===== src/rtl/csr_bank_pkg.sv =====
package csr_bank_pkg;

    localparam int DW = 64;

    // register indices (post-decode)
    localparam int IX_FAULT     = 'h00;
    localparam int IX_FAULT_AND = 'h01;
    localparam int IX_FAULT_OR  = 'h02;
    localparam int IX_ACT0      = 'h06;
    localparam int IX_ACT1      = 'h07;
    localparam int IX_BASE      = 'h0A;
    localparam int IX_SBASE     = 'h0B;
    localparam int IX_CTRL      = 'h0E;
    localparam int IX_ERRMSK    = 'h0F;
    localparam int IX_CTRL_SET  = 'h12;
    localparam int IX_CTRL_CLR  = 'h13;
    localparam int IX_DMAUP     = 'h14;
    localparam int IX_STAT      = 'h15;

    // bias added to the memory-mapped index
    localparam int MEM_BIAS     = IX_BASE;

    typedef struct packed {
        logic [DW-1:0] fault;
        logic [DW-1:0] act0;
        logic [DW-1:0] act1;
        logic [DW-1:0] base;
        logic [DW-1:0] sbase;
        logic [DW-1:0] ctrl;
        logic [DW-1:0] errmsk;
        logic [DW-1:0] dmaup;
        logic [DW-1:0] stat;
    } bank_t;

    typedef struct packed {
        bank_t         bank;
        logic          mnt_rvalid;
        logic          mem_rvalid;
        logic [DW-1:0] mnt_rdata;
        logic [DW-1:0] mem_rdata;
        logic          err;
    } state_t;

    // contiguous mask covering bits hi..lo
    function automatic logic [DW-1:0] bit_span(input int hi, input int lo);
        logic [DW-1:0] m;
        m = '0;
        for (int i = 0; i < DW; i++) begin
            if (i >= lo && i <= hi) m[i] = 1'b1;
        end
        return m;
    endfunction

endpackage


===== src/rtl/csr_port_decode.sv =====
module csr_port_decode #(
    parameter int OFS_W = 8,
    parameter int IW    = 6,
    parameter int BIAS  = 0
) (
    input  logic [OFS_W-1:0] offset,
    output logic [IW-1:0]    idx,
    output logic             aligned
);
    localparam int WORD_W = OFS_W - 3;

    logic [IW-1:0] word_idx;

    always_comb begin
        word_idx = '0;
        word_idx[WORD_W-1:0] = offset[OFS_W-1:3];
        idx      = word_idx + IW'(BIAS);
        aligned  = (offset[2:0] == 3'b000);
    end
endmodule


===== src/rtl/csr_read_mux.sv =====
module csr_read_mux
    import csr_bank_pkg::*;
#(
    parameter int IW = 6
) (
    input  bank_t         bank,
    input  logic [IW-1:0] idx,
    input  logic          aligned,
    output logic [DW-1:0] rdata,
    output logic          hit
);
    always_comb begin
        rdata = '1;
        hit   = 1'b0;
        if (aligned) begin
            hit = 1'b1;
            case (idx)
                IW'(IX_FAULT):  rdata = bank.fault;
                IW'(IX_ACT0):   rdata = bank.act0;
                IW'(IX_ACT1):   rdata = bank.act1;
                IW'(IX_BASE):   rdata = bank.base;
                IW'(IX_SBASE):  rdata = bank.sbase;
                IW'(IX_CTRL):   rdata = bank.ctrl;
                IW'(IX_ERRMSK): rdata = bank.errmsk;
                IW'(IX_DMAUP):  rdata = bank.dmaup;
                IW'(IX_STAT):   rdata = bank.stat;
                default: begin
                    rdata = '1;
                    hit   = 1'b0;
                end
            endcase
        end
    end
endmodule


===== src/rtl/csr_write_unit.sv =====
module csr_write_unit
    import csr_bank_pkg::*;
#(
    parameter int IW       = 6,
    parameter int BAR_HI   = 49,
    parameter int BAR_LO   = 20,
    parameter int SBAR_LO  = 32,
    parameter int STAT_W   = 5,
    parameter int STAT_LSB = 32
) (
    input  bank_t             bank_q,
    input  logic              we,
    input  logic [IW-1:0]     idx,
    input  logic              aligned,
    input  logic              from_mem,
    input  logic [DW-1:0]     wdata,
    input  logic [STAT_W-1:0] stat_i,
    output bank_t             bank_d,
    output logic              reject
);
    localparam logic [DW-1:0] BAR_KEEP  = bit_span(BAR_HI, BAR_LO) | DW'(1);
    localparam logic [DW-1:0] SBAR_KEEP = bit_span(BAR_HI, SBAR_LO);

    always_comb begin
        bank_d      = bank_q;
        bank_d.stat = '0;
        bank_d.stat[STAT_LSB +: STAT_W] = stat_i;
        reject      = 1'b0;
        if (we) begin
            if (!aligned) begin
                reject = 1'b1;
            end else begin
                case (idx)
                    IW'(IX_FAULT):     bank_d.fault  = wdata;
                    IW'(IX_FAULT_AND): bank_d.fault  = bank_q.fault & wdata;
                    IW'(IX_FAULT_OR):  bank_d.fault  = bank_q.fault | wdata;
                    IW'(IX_ACT0):      bank_d.act0   = wdata;
                    IW'(IX_ACT1):      bank_d.act1   = wdata;
                    IW'(IX_BASE): begin
                        if (from_mem) reject = 1'b1;
                        else          bank_d.base = wdata & BAR_KEEP;
                    end
                    IW'(IX_SBASE):     bank_d.sbase  = wdata & SBAR_KEEP;
                    IW'(IX_CTRL):      bank_d.ctrl   = wdata;
                    IW'(IX_CTRL_SET):  bank_d.ctrl   = bank_q.ctrl | wdata;
                    IW'(IX_CTRL_CLR):  bank_d.ctrl   = bank_q.ctrl & ~wdata;
                    IW'(IX_ERRMSK):    bank_d.errmsk = wdata;
                    IW'(IX_DMAUP):     bank_d.dmaup  = wdata;
                    IW'(IX_STAT):      reject        = 1'b1;
                    default:           reject        = 1'b1;
                endcase
            end
        end
    end
endmodule


===== src/rtl/dual_port_csr_bank.sv =====
module dual_port_csr_bank
    import csr_bank_pkg::*;
#(
    parameter int          OFS_W    = 8,
    parameter int          BAR_HI   = 49,
    parameter int          BAR_LO   = 20,
    parameter int          SBAR_LO  = 32,
    parameter int          STAT_W   = 5,
    parameter int          STAT_LSB = 32,
    parameter logic [63:0] DEF_BASE = 64'h0003_0203_0410_0000
) (
    input  logic              clk,
    input  logic              rst_n,
    input  logic              mnt_valid,
    output logic              mnt_ready,
    input  logic              mnt_write,
    input  logic [OFS_W-1:0]  mnt_offset,
    input  logic [63:0]       mnt_wdata,
    output logic              mnt_rvalid,
    output logic [63:0]       mnt_rdata,
    input  logic              mem_valid,
    output logic              mem_ready,
    input  logic              mem_write,
    input  logic [OFS_W-1:0]  mem_offset,
    input  logic [63:0]       mem_wdata,
    output logic              mem_rvalid,
    output logic [63:0]       mem_rdata,
    input  logic [STAT_W-1:0] stat_i,
    output logic [63:0]       base_addr_o,
    output logic              base_en_o,
    output logic              err_o
);
    // index wide enough for the biased memory-mapped range
    localparam int IW       = OFS_W - 2;
    localparam int NPORT    = 2;
    localparam logic [DW-1:0] BAR_KEEP = bit_span(BAR_HI, BAR_LO) | DW'(1);
    localparam logic [DW-1:0] RST_BASE = (DEF_BASE & BAR_KEEP) | DW'(1);

    state_t s_d, s_q;

    logic [OFS_W-1:0] port_off [NPORT];
    logic [IW-1:0]    port_idx [NPORT];
    logic             port_aln [NPORT];
    logic [DW-1:0]    port_rd  [NPORT];
    logic             port_hit [NPORT];

    assign port_off[0] = mnt_offset;
    assign port_off[1] = mem_offset;

    for (genvar p = 0; p < NPORT; p++) begin : g_port
        csr_port_decode #(
            .OFS_W (OFS_W),
            .IW    (IW),
            .BIAS  ((p == 1) ? MEM_BIAS : 0)
        ) u_dec (
            .offset  (port_off[p]),
            .idx     (port_idx[p]),
            .aligned (port_aln[p])
        );

        csr_read_mux #(
            .IW (IW)
        ) u_rd (
            .bank    (s_q.bank),
            .idx     (port_idx[p]),
            .aligned (port_aln[p]),
            .rdata   (port_rd[p]),
            .hit     (port_hit[p])
        );
    end

    // handshake and write arbitration
    logic mnt_wr, mem_wr_req, mem_acc, mnt_acc;
    logic mnt_rd_acc, mem_rd_acc;
    logic          wr_en, wr_aln, wr_mem;
    logic [IW-1:0] wr_idx;
    logic [DW-1:0] wr_data;
    bank_t         bank_nxt;
    logic          wr_reject;

    always_comb begin
        mnt_wr     = mnt_valid & mnt_write;
        mem_wr_req = mem_valid & mem_write;
        mem_ready  = ~(mnt_wr & mem_wr_req);
        mnt_ready  = 1'b1;
        mnt_acc    = mnt_valid & mnt_ready;
        mem_acc    = mem_valid & mem_ready;
        mnt_rd_acc = mnt_acc & ~mnt_write;
        mem_rd_acc = mem_acc & ~mem_write;

        if (mnt_wr) begin
            wr_en   = 1'b1;
            wr_idx  = port_idx[0];
            wr_aln  = port_aln[0];
            wr_mem  = 1'b0;
            wr_data = mnt_wdata;
        end else begin
            wr_en   = mem_acc & mem_write;
            wr_idx  = port_idx[1];
            wr_aln  = port_aln[1];
            wr_mem  = 1'b1;
            wr_data = mem_wdata;
        end
    end

    csr_write_unit #(
        .IW       (IW),
        .BAR_HI   (BAR_HI),
        .BAR_LO   (BAR_LO),
        .SBAR_LO  (SBAR_LO),
        .STAT_W   (STAT_W),
        .STAT_LSB (STAT_LSB)
    ) u_wr (
        .bank_q   (s_q.bank),
        .we       (wr_en),
        .idx      (wr_idx),
        .aligned  (wr_aln),
        .from_mem (wr_mem),
        .wdata    (wr_data),
        .stat_i   (stat_i),
        .bank_d   (bank_nxt),
        .reject   (wr_reject)
    );

    // next-state process
    always_comb begin
        s_d            = s_q;
        s_d.bank       = bank_nxt;
        s_d.mnt_rvalid = mnt_rd_acc;
        s_d.mem_rvalid = mem_rd_acc;
        if (mnt_rd_acc) s_d.mnt_rdata = port_rd[0];
        if (mem_rd_acc) s_d.mem_rdata = port_rd[1];
        s_d.err = wr_reject
                | (mnt_rd_acc & ~port_hit[0])
                | (mem_rd_acc & ~port_hit[1]);
    end

    // register process
    always_ff @(posedge clk) begin
        if (!rst_n) begin
            s_q           <= '0;
            s_q.bank.base <= RST_BASE;
        end else begin
            s_q <= s_d;
        end
    end

    assign mnt_rvalid  = s_q.mnt_rvalid;
    assign mnt_rdata   = s_q.mnt_rdata;
    assign mem_rvalid  = s_q.mem_rvalid;
    assign mem_rdata   = s_q.mem_rdata;
    assign base_addr_o = s_q.bank.base & ~DW'(1);
    assign base_en_o   = s_q.bank.base[0];
    assign err_o       = s_q.err;
endmodule


===== config.mk =====
export PLATFORM = sky130hd
export DESIGN_NAME = dual_port_csr_bank
export DESIGN_NICKNAME = d
export VERILOG_FILES = /design/src/rtl/csr_bank_pkg.sv /design/src/rtl/csr_port_decode.sv /design/src/rtl/csr_read_mux.sv /design/src/rtl/csr_write_unit.sv /design/src/rtl/dual_port_csr_bank.sv
export SDC_FILE = /design/constraint.sdc
export NUM_CORES = 1
export LEC_CHECK = 0
export BUFFER_PORTS_ARGS = -buffer_cell sky130_fd_sc_hd__buf_2
export CAP_MARGIN = 20
export CELL_PAD_IN_SITES_DETAIL_PLACEMENT = 1
export CELL_PAD_IN_SITES_GLOBAL_PLACEMENT = 1
export CORE_ASPECT_RATIO = 1.25
export CORE_MARGIN = 2
export CORE_UTILIZATION = 51
export CTS_BUF_LIST = sky130_fd_sc_hd__clkbuf_8 sky130_fd_sc_hd__clkbuf_16
export CTS_CLUSTER_SIZE = 14
export DETAILED_ROUTE_END_ITERATION = 6
export PLACE_DENSITY = 0.94
export SETUP_SLACK_MARGIN = 0.02
export SLEW_MARGIN = 20
export SYNTH_ARGS = -nofsm -noshare
export SYNTH_HDL_FRONTEND = slang
export SYNTH_HIERARCHICAL = 1
export SYNTH_SLANG_ARGS = --single-unit

===== constraint.sdc =====
create_clock -name clk -period 6 [get_ports clk]
set_input_delay 0 -clock clk [delete_from_list [all_inputs] [get_ports clk]]
set_output_delay 0 -clock clk [all_outputs]
set_load 0.1 [all_outputs]

==> impl_metrics.csv, run 1 <==
group,metric,value,unit
status,status,"finished, violations left",
status,failed_checks,"DRC",
synthesis,synth_area,39300,um^2
grt,grt_pass1_wl,216000,um
floorplan,die_w,252,um
power,peakVddDrop,0.000179,V
detailed_routing,route.detailed.drc,5,
synthesis,synth_top_cell_area_share,36.0,%
grt,antenna_found_initial,11,
layout,syn_to_final_growth,8.22,%
synthesis,synth_ff_type,"dfxtp_1",
layout,fillCellCount,8265,
synthesis,yosysTopAreaCell,"dfxtp_1",
sta,finalMaxSlewViolations,0,
sta,tns,0,ns
layout,final_cell_mix,"dfxtp_1 (707), and2_1 (605), nand2_1 (389)",
sta,timing.hold.ws,0.0173,ns
grt,overflow,0,
setup_path,r2r-end,"mnt_rdata[6]",
detailed_routing,firstDrtPassIters,7,
clock_tree,postCtsSetupRepairBufs,0,
synthesis,synth.distinct_cells,61,
layout,layout-drive-gt1-share,25.6,%
power,p_sw_share,28.7,%
clock_tree,cts_buffer_depth,3,
sta,max-slew-margin-rel,15.3,%
layout,fin_nets,4155,
power,power.share.clock,42.9,%
synthesis,synth-edff-count,0,
synthesis,async_reset_ff_share,0,%
detailed_routing,wl,144000,um
layout,final_common_cell,"dfxtp_1",
power,powerDensity,257,nW/um^2
sta,finalClockSkew,0.0209,ns
detailed_routing,vias,32793,
synthesis,yosysSeqAreaShare,36.0,%
grt,track_usage,35.5,%
setup_path,critPathLaunch,"mnt_write",
clock_tree,htree_levels,3,
power,share_seq_of_total_power,44.1,%
floorplan,die_h,314,um
floorplan,io_pins,353,
sta,worst_slack,1.64,ns
detailed_routing,ant_nets,0,
synthesis,synth_warnings,6,
job,maxCapViolations,0,
layout,stdcell_area,42500,um^2
sta,hold_viol,0,
clock_tree,clk_latency,0.63,ns
placement,routabilityCongestion,0.811,
sta,setup_viol,0,
sta,min_period,4.36,ns
synthesis,synth_cells,4033,
floorplan,rows,113,
setup_path,r2r-start,"base_addr_o[6]",
clock_tree,cts_tree,"yes",
power,pwr-share-comb,13.0,%
detailed_routing,drt_iter0_drc,3322,
synthesis,synth_area_leaders,"dfxtp_1 (36%), mux2_2 (10%), and2_1 (9.6%)",
floorplan,die-area,79300,um^2
clock_tree,clk_pin_slew,0.07,ns
clock_tree,clock-root-buffer,"clkbuf_16",
floorplan,initial_core_util,51.6,%
placement,dp_hpwl,78300,um
sta,period_share,72.7,%
detailed_routing,viasPerCell,6.51,
floorplan,core_area,76200,um^2
placement,dpl.cell_count,4837,
setup_path,critPathCapture,"s_q[534]",
synthesis,avgSynthCellArea,9.74,um^2
setup_path,critPathMaxFanout,40,
setup_path,r2r_cells,6,
placement,pre_cts_slack,1.91,ns
sta,fmax,0.229,GHz
setup_path,end_kind,"flop",
power,power,10.9,mW
power,p_int,7.80,mW
power,power.switching,3.14,mW
clock_tree,clock_sink_count,707,
detailed_routing,wire_per_inst,28.6,um
clock_tree,numCtsBuffers,74,
power,power.leakage,17.7,nW
grt,grt_max_degree,248,
sta,rsz0062_at_grt,"no",
grt,grt_pass1_vias,35930,
setup_path,crit_required,6.52,ns
setup_path,arrival,4.88,ns
layout,finish.utilization,55.8,%
layout,ff_latch_area,14200,um^2
synthesis,ys_ff_latch,707,
hold_path,whs_path_depth,4,
setup_path,startpoint_type,"primary input",
sta,worst_pin_slew,1.27,ns
layout,multi_input_area,21900,um^2
placement,port-buffer-count,350,
hold_path,min_path_type,"primary input to flop",
placement,postPlaceCellArea,39400,um^2
setup_path,r2r_slack,4.01,ns
layout,final_cells,5035,
setup_path,critPathKind,"primary input to flop",
-- worst min path at each step --
stage,start,end,slack [ns]
2_1_floorplan,stat_i[0],s_q[163],0.21
3_3_place_gp,stat_i[4],s_q[167],0.22
3_5_place_dp,stat_i[1],s_q[164],0.21
4_1_cts,mem_wdata[62],s_q[641],0.00007
5_1_grt,mnt_wdata[63],s_q[642],0.03
6_report,mem_wdata[62],s_q[641],0.02
-- flip-flops by register name (all words and copies together), names as in the netlist --
register and count:
mem_rvalid 1, mnt_rdata 64, mem_rdata 64, s_q 512, err_o 1, mnt_rvalid 1, base_addr_o 63, base_en_o 1
-- kinds of logic after synthesis --
kind of cell	Yosys count	share of synthesized area [%]
other	4	0.0382
XOR/XNOR	2	0.0446
buffers and inverters	623	9.33
adder cells (fa/ha/maj)	1	0.0318
flip-flops	707	36.0
multiplexers	752	24.5
AO/OA/AOI/OAI	565	11.1
AND/OR/NAND/NOR	1379	18.9
-- per-layer routing --
layer	share of wire, %	GRT usage, %
met5	0.079	0
met1	37	40.6
met3	9.2	8.00
met2	48	59.1
met4	6.5	24.2
-- worst max-delay path, cell delays in order --
cell,delay (ns)
dlygate4sd3_1,0.52
buf_2,0.18
nand2_4,0.41
buf_4,0.52
nand2_1,0.24
and4bb_2,0.36
nand3_2,0.20
nor2_4,0.89
buf_12,0.41
mux2_2,0.39
dlygate4sd3_1,0.55
and2_1,0.15
-- synthesized netlist by cell type (3+ instances only) --
master / n
nand3_1: 91
nand4_1: 9
a21boi_1: 50
mux2_2: 363
o211ai_1: 82
nor3_1: 5
dfxtp_1: 707
nand4bb_1: 3
buf_1: 24
nand2b_1: 16
o21ai_0: 67
clkbuf_2: 15
buf_4: 289
buf_2: 88
a21boi_0: 78
a222oi_1: 6
a22o_1: 128
a21o_1: 64
mux4_2: 128
buf_6: 15
nor2b_1: 51
mux2i_1: 240
nor2_1: 90
or3_1: 82
nand3b_2: 3
o221ai_1: 38
clkbuf_1: 188
a211o_1: 38
nor2_4: 3
nand2_1: 393
and3_1: 5
and2_1: 605
conb_1: 4
mux2_1: 21
inv_1: 4
o21a_1: 3
-- power groups by stage --
stage | clock (mW) | combinational [mW] | sequential [mW]
global route | 4.90 | 1.47 | 4.84
CTS | 4.70 | 1.38 | 4.83
finish | 4.69 | 1.42 | 4.83
global placement | 0 | 1.31 | 4.93
detailed placement | 0 | 1.34 | 4.93
floorplan | 0 | 1.09 | 4.92
-- area by class of cell --
cell class,instances,share of cell area (%)
multi-input cells,2761,51.4
flip-flops and latches,707,33.3
repair buffers,451,6.67
clock buffers,91,4.99
well taps,977,2.88
clock inverters,43,0.715
inverters,4,0.0353
diodes,1,0.00589
-- timing repair --
item	4_1_cts	5_1_grt
gates resized for setup	0	0
endpoints found under the hold margin	164	2
hold buffers	57	1
Power figures use the tool's default switching activity.
==> inputs of run 2 (changes only) <==
--- a/config.mk
+++ b/config.mk
@@ -11,11 +11,11 @@
 export CELL_PAD_IN_SITES_GLOBAL_PLACEMENT = 1
 export CORE_ASPECT_RATIO = 1.25
 export CORE_MARGIN = 2
-export CORE_UTILIZATION = 51
+export CORE_UTILIZATION = 48
 export CTS_BUF_LIST = sky130_fd_sc_hd__clkbuf_8 sky130_fd_sc_hd__clkbuf_16
 export CTS_CLUSTER_SIZE = 14
 export DETAILED_ROUTE_END_ITERATION = 6
-export PLACE_DENSITY = 0.94
+export PLACE_DENSITY = 0.9
 export SETUP_SLACK_MARGIN = 0.02
 export SLEW_MARGIN = 20
 export SYNTH_ARGS = -nofsm -noshare
==> constraint.sdc (replaced) <==
create_clock -name clk -period 4.31 [get_ports clk]
set_input_delay 0 -clock clk [delete_from_list [all_inputs] [get_ports clk]]
set_output_delay 0 -clock clk [all_outputs]
set_load 0.1 [all_outputs]
==> run 2 against run 1 <==
Compared with the run above: the run now ends clean; non-clock buffer count increased by 42; sequential cell count stayed put; via count about the same; critical endpoint is now s_q[700].
==> impl_metrics.csv, run 2 (same netlist as run 1, synthesis figures left out) <==
group,metric,value,unit
status,status,"completed",
grt,track_usage,33.9,%
detailed_routing,firstDrtPassIters,6,
power,peakVddDrop,0.000352,V
job,maxCapViolations,0,
grt,overflow,0,
clock_tree,clock-root-buffer,"clkbuf_16",
floorplan,die_h,324,um
sta,finalMaxSlewViolations,0,
layout,largest_reg_flops,512,
hold_path,min_path_type,"primary input to flop",
clock_tree,cts_tree,"yes",
clock_tree,cts_resized,0,
grt,grt_pass1_wl,218000,um
setup_path,end_kind,"flop",
grt,grt_util_met3,8.04,%
layout,fillCellCount,8935,
placement,dp_hpwl,79600,um
sta,worst_pin_slew,1.23,ns
detailed_routing,wire_per_inst,28.2,um
grt,grt.busiest_layer,"met2",
sta,fmax,0.260,GHz
sta,tns,0,ns
clock_tree,cts_buffer_depth,3,
detailed_routing,wl,146000,um
layout,final_common_cell,"dfxtp_1",
floorplan,die_w,260,um
placement,routabilityCongestion,0.839,
setup_path,crit_required,4.83,ns
layout,multi_input_area,21900,um^2
sta,period_share,89.1,%
clock_tree,clock_sink_count,707,
detailed_routing,ant_nets,0,
setup_path,critPathMaxFanout,64,
sta,min_period,3.84,ns
setup_path,startpoint_type,"primary input",
detailed_routing,drt_iter0_drc,2914,
grt,grt_max_degree,181,
grt,antenna_found_initial,8,
clock_tree,htree_levels,3,
setup_path,arrival,4.36,ns
sta,hold_viol,0,
clock_tree,ctsHoldBuffers,81,
placement,port-buffer-count,350,
grt,grt_pass1_vias,35987,
detailed_routing,vias,32772,
detailed_routing,route.detailed.drc,0,
layout,fin_nets,4196,
clock_tree,numCtsBuffers,73,
floorplan,initial_core_util,48.4,%
sta,setup_viol,0,
layout,layout-drive-gt1-share,25.7,%
detailed_routing,viasPerCell,6.34,
floorplan,core_area,81200,um^2
sta,max-slew-margin-rel,17.8,%
layout,final_cell_mix,"dfxtp_1 (707), and2_1 (605), nand2_1 (389)",
floorplan,die-area,84200,um^2
layout,ff_latch_area,14200,um^2
clock_tree,postCtsSetupRepairBufs,0,
sta,finalClockSkew,0.0272,ns
floorplan,io_pins,353,
power,power,15.4,mW
floorplan,rows,117,
layout,syn_to_final_growth,9.58,%
sta,rsz0062_at_grt,"no",
clock_tree,clk_pin_slew,0.06,ns
power,power.leakage,17.8,nW
layout,regMostFlops,"s_q",
grt,use_met1,38.2,%
power,powerDensity,357,nW/um^2
grt,gr-usage-met2,57.0,%
clock_tree,clk_latency,0.66,ns
setup_path,critPathKind,"primary input to flop",
run 2: cell types whose count changed in the layout (fill, tap and decap cells not counted), moves of 2 or more:
cell | previous run | this run
buf_12 | 10 | 15
clkinvlp_4 | 2 | 0
dlygate4sd3_1 | 58 | 82
diode_2 | 1 | 5
buf_4 | 32 | 47
clkinv_2 | 16 | 12
run 2: final cells by class:
cell class              count  share of cell area (%)
diodes                      5                  0.0291
clock buffers              91                    4.92
clock inverters            37                   0.686
inverters                   4                  0.0349
multi-input cells        2761                    50.8
flip-flops and latches    707                    32.9
well taps                1071                    3.11
repair buffers            493                    7.55
run 2: worst paths after layout:
check                  startpoint       endpoint  slack [ns]  cells after the start
setup reg to reg  base_addr_o[36]  mnt_rdata[36]        2.17                      6
setup / recovery        mnt_write       s_q[700]        0.47                     10
hold reg to reg     mnt_rdata[50]  mnt_rdata[50]        0.45                      2
hold / removal      mem_wdata[59]       s_q[382]       0.007                      4
run 2: critical path, cell delays in order:
cell           delay, ns
dlygate4sd3_1       0.57
buf_2               0.19
nand2_4             0.51
mux2_2              0.51
nor3_1              0.46
nand2_4             0.76
a21o_1              0.40
a22o_1              0.18
dlygate4sd3_1       0.56
and2_1              0.16
run 2: power by group:
part           internal (mW)  switching (mW)
combinational          0.521            1.50
clock                   3.76            2.85
sequential              6.65          0.0701
run 2: through the flow:
step	std cells	setup slack [ns]	hold slack (ns)	utilization, %	instance area [um^2]
final	5169	0.469	0.00669	53.0	43100
after CTS	5162	0.691	0.000135	52.9	43000
after floorplan	4091	1.83	0.206	-	39500
after detailed placement	4953	0.924	0.220	49.0	39800
after global placement	4953	1.05	0.219	49.0	39800
after global routing	5164	0.470	0.0247	53.0	43000
run 2: per-layer routing:
metal,up-vias,part of all wire [%]
met5,-,0.041
met4,10,6.6
met3,684,8.8
met2,1899,48
met1,16398,37
li1,13781,-
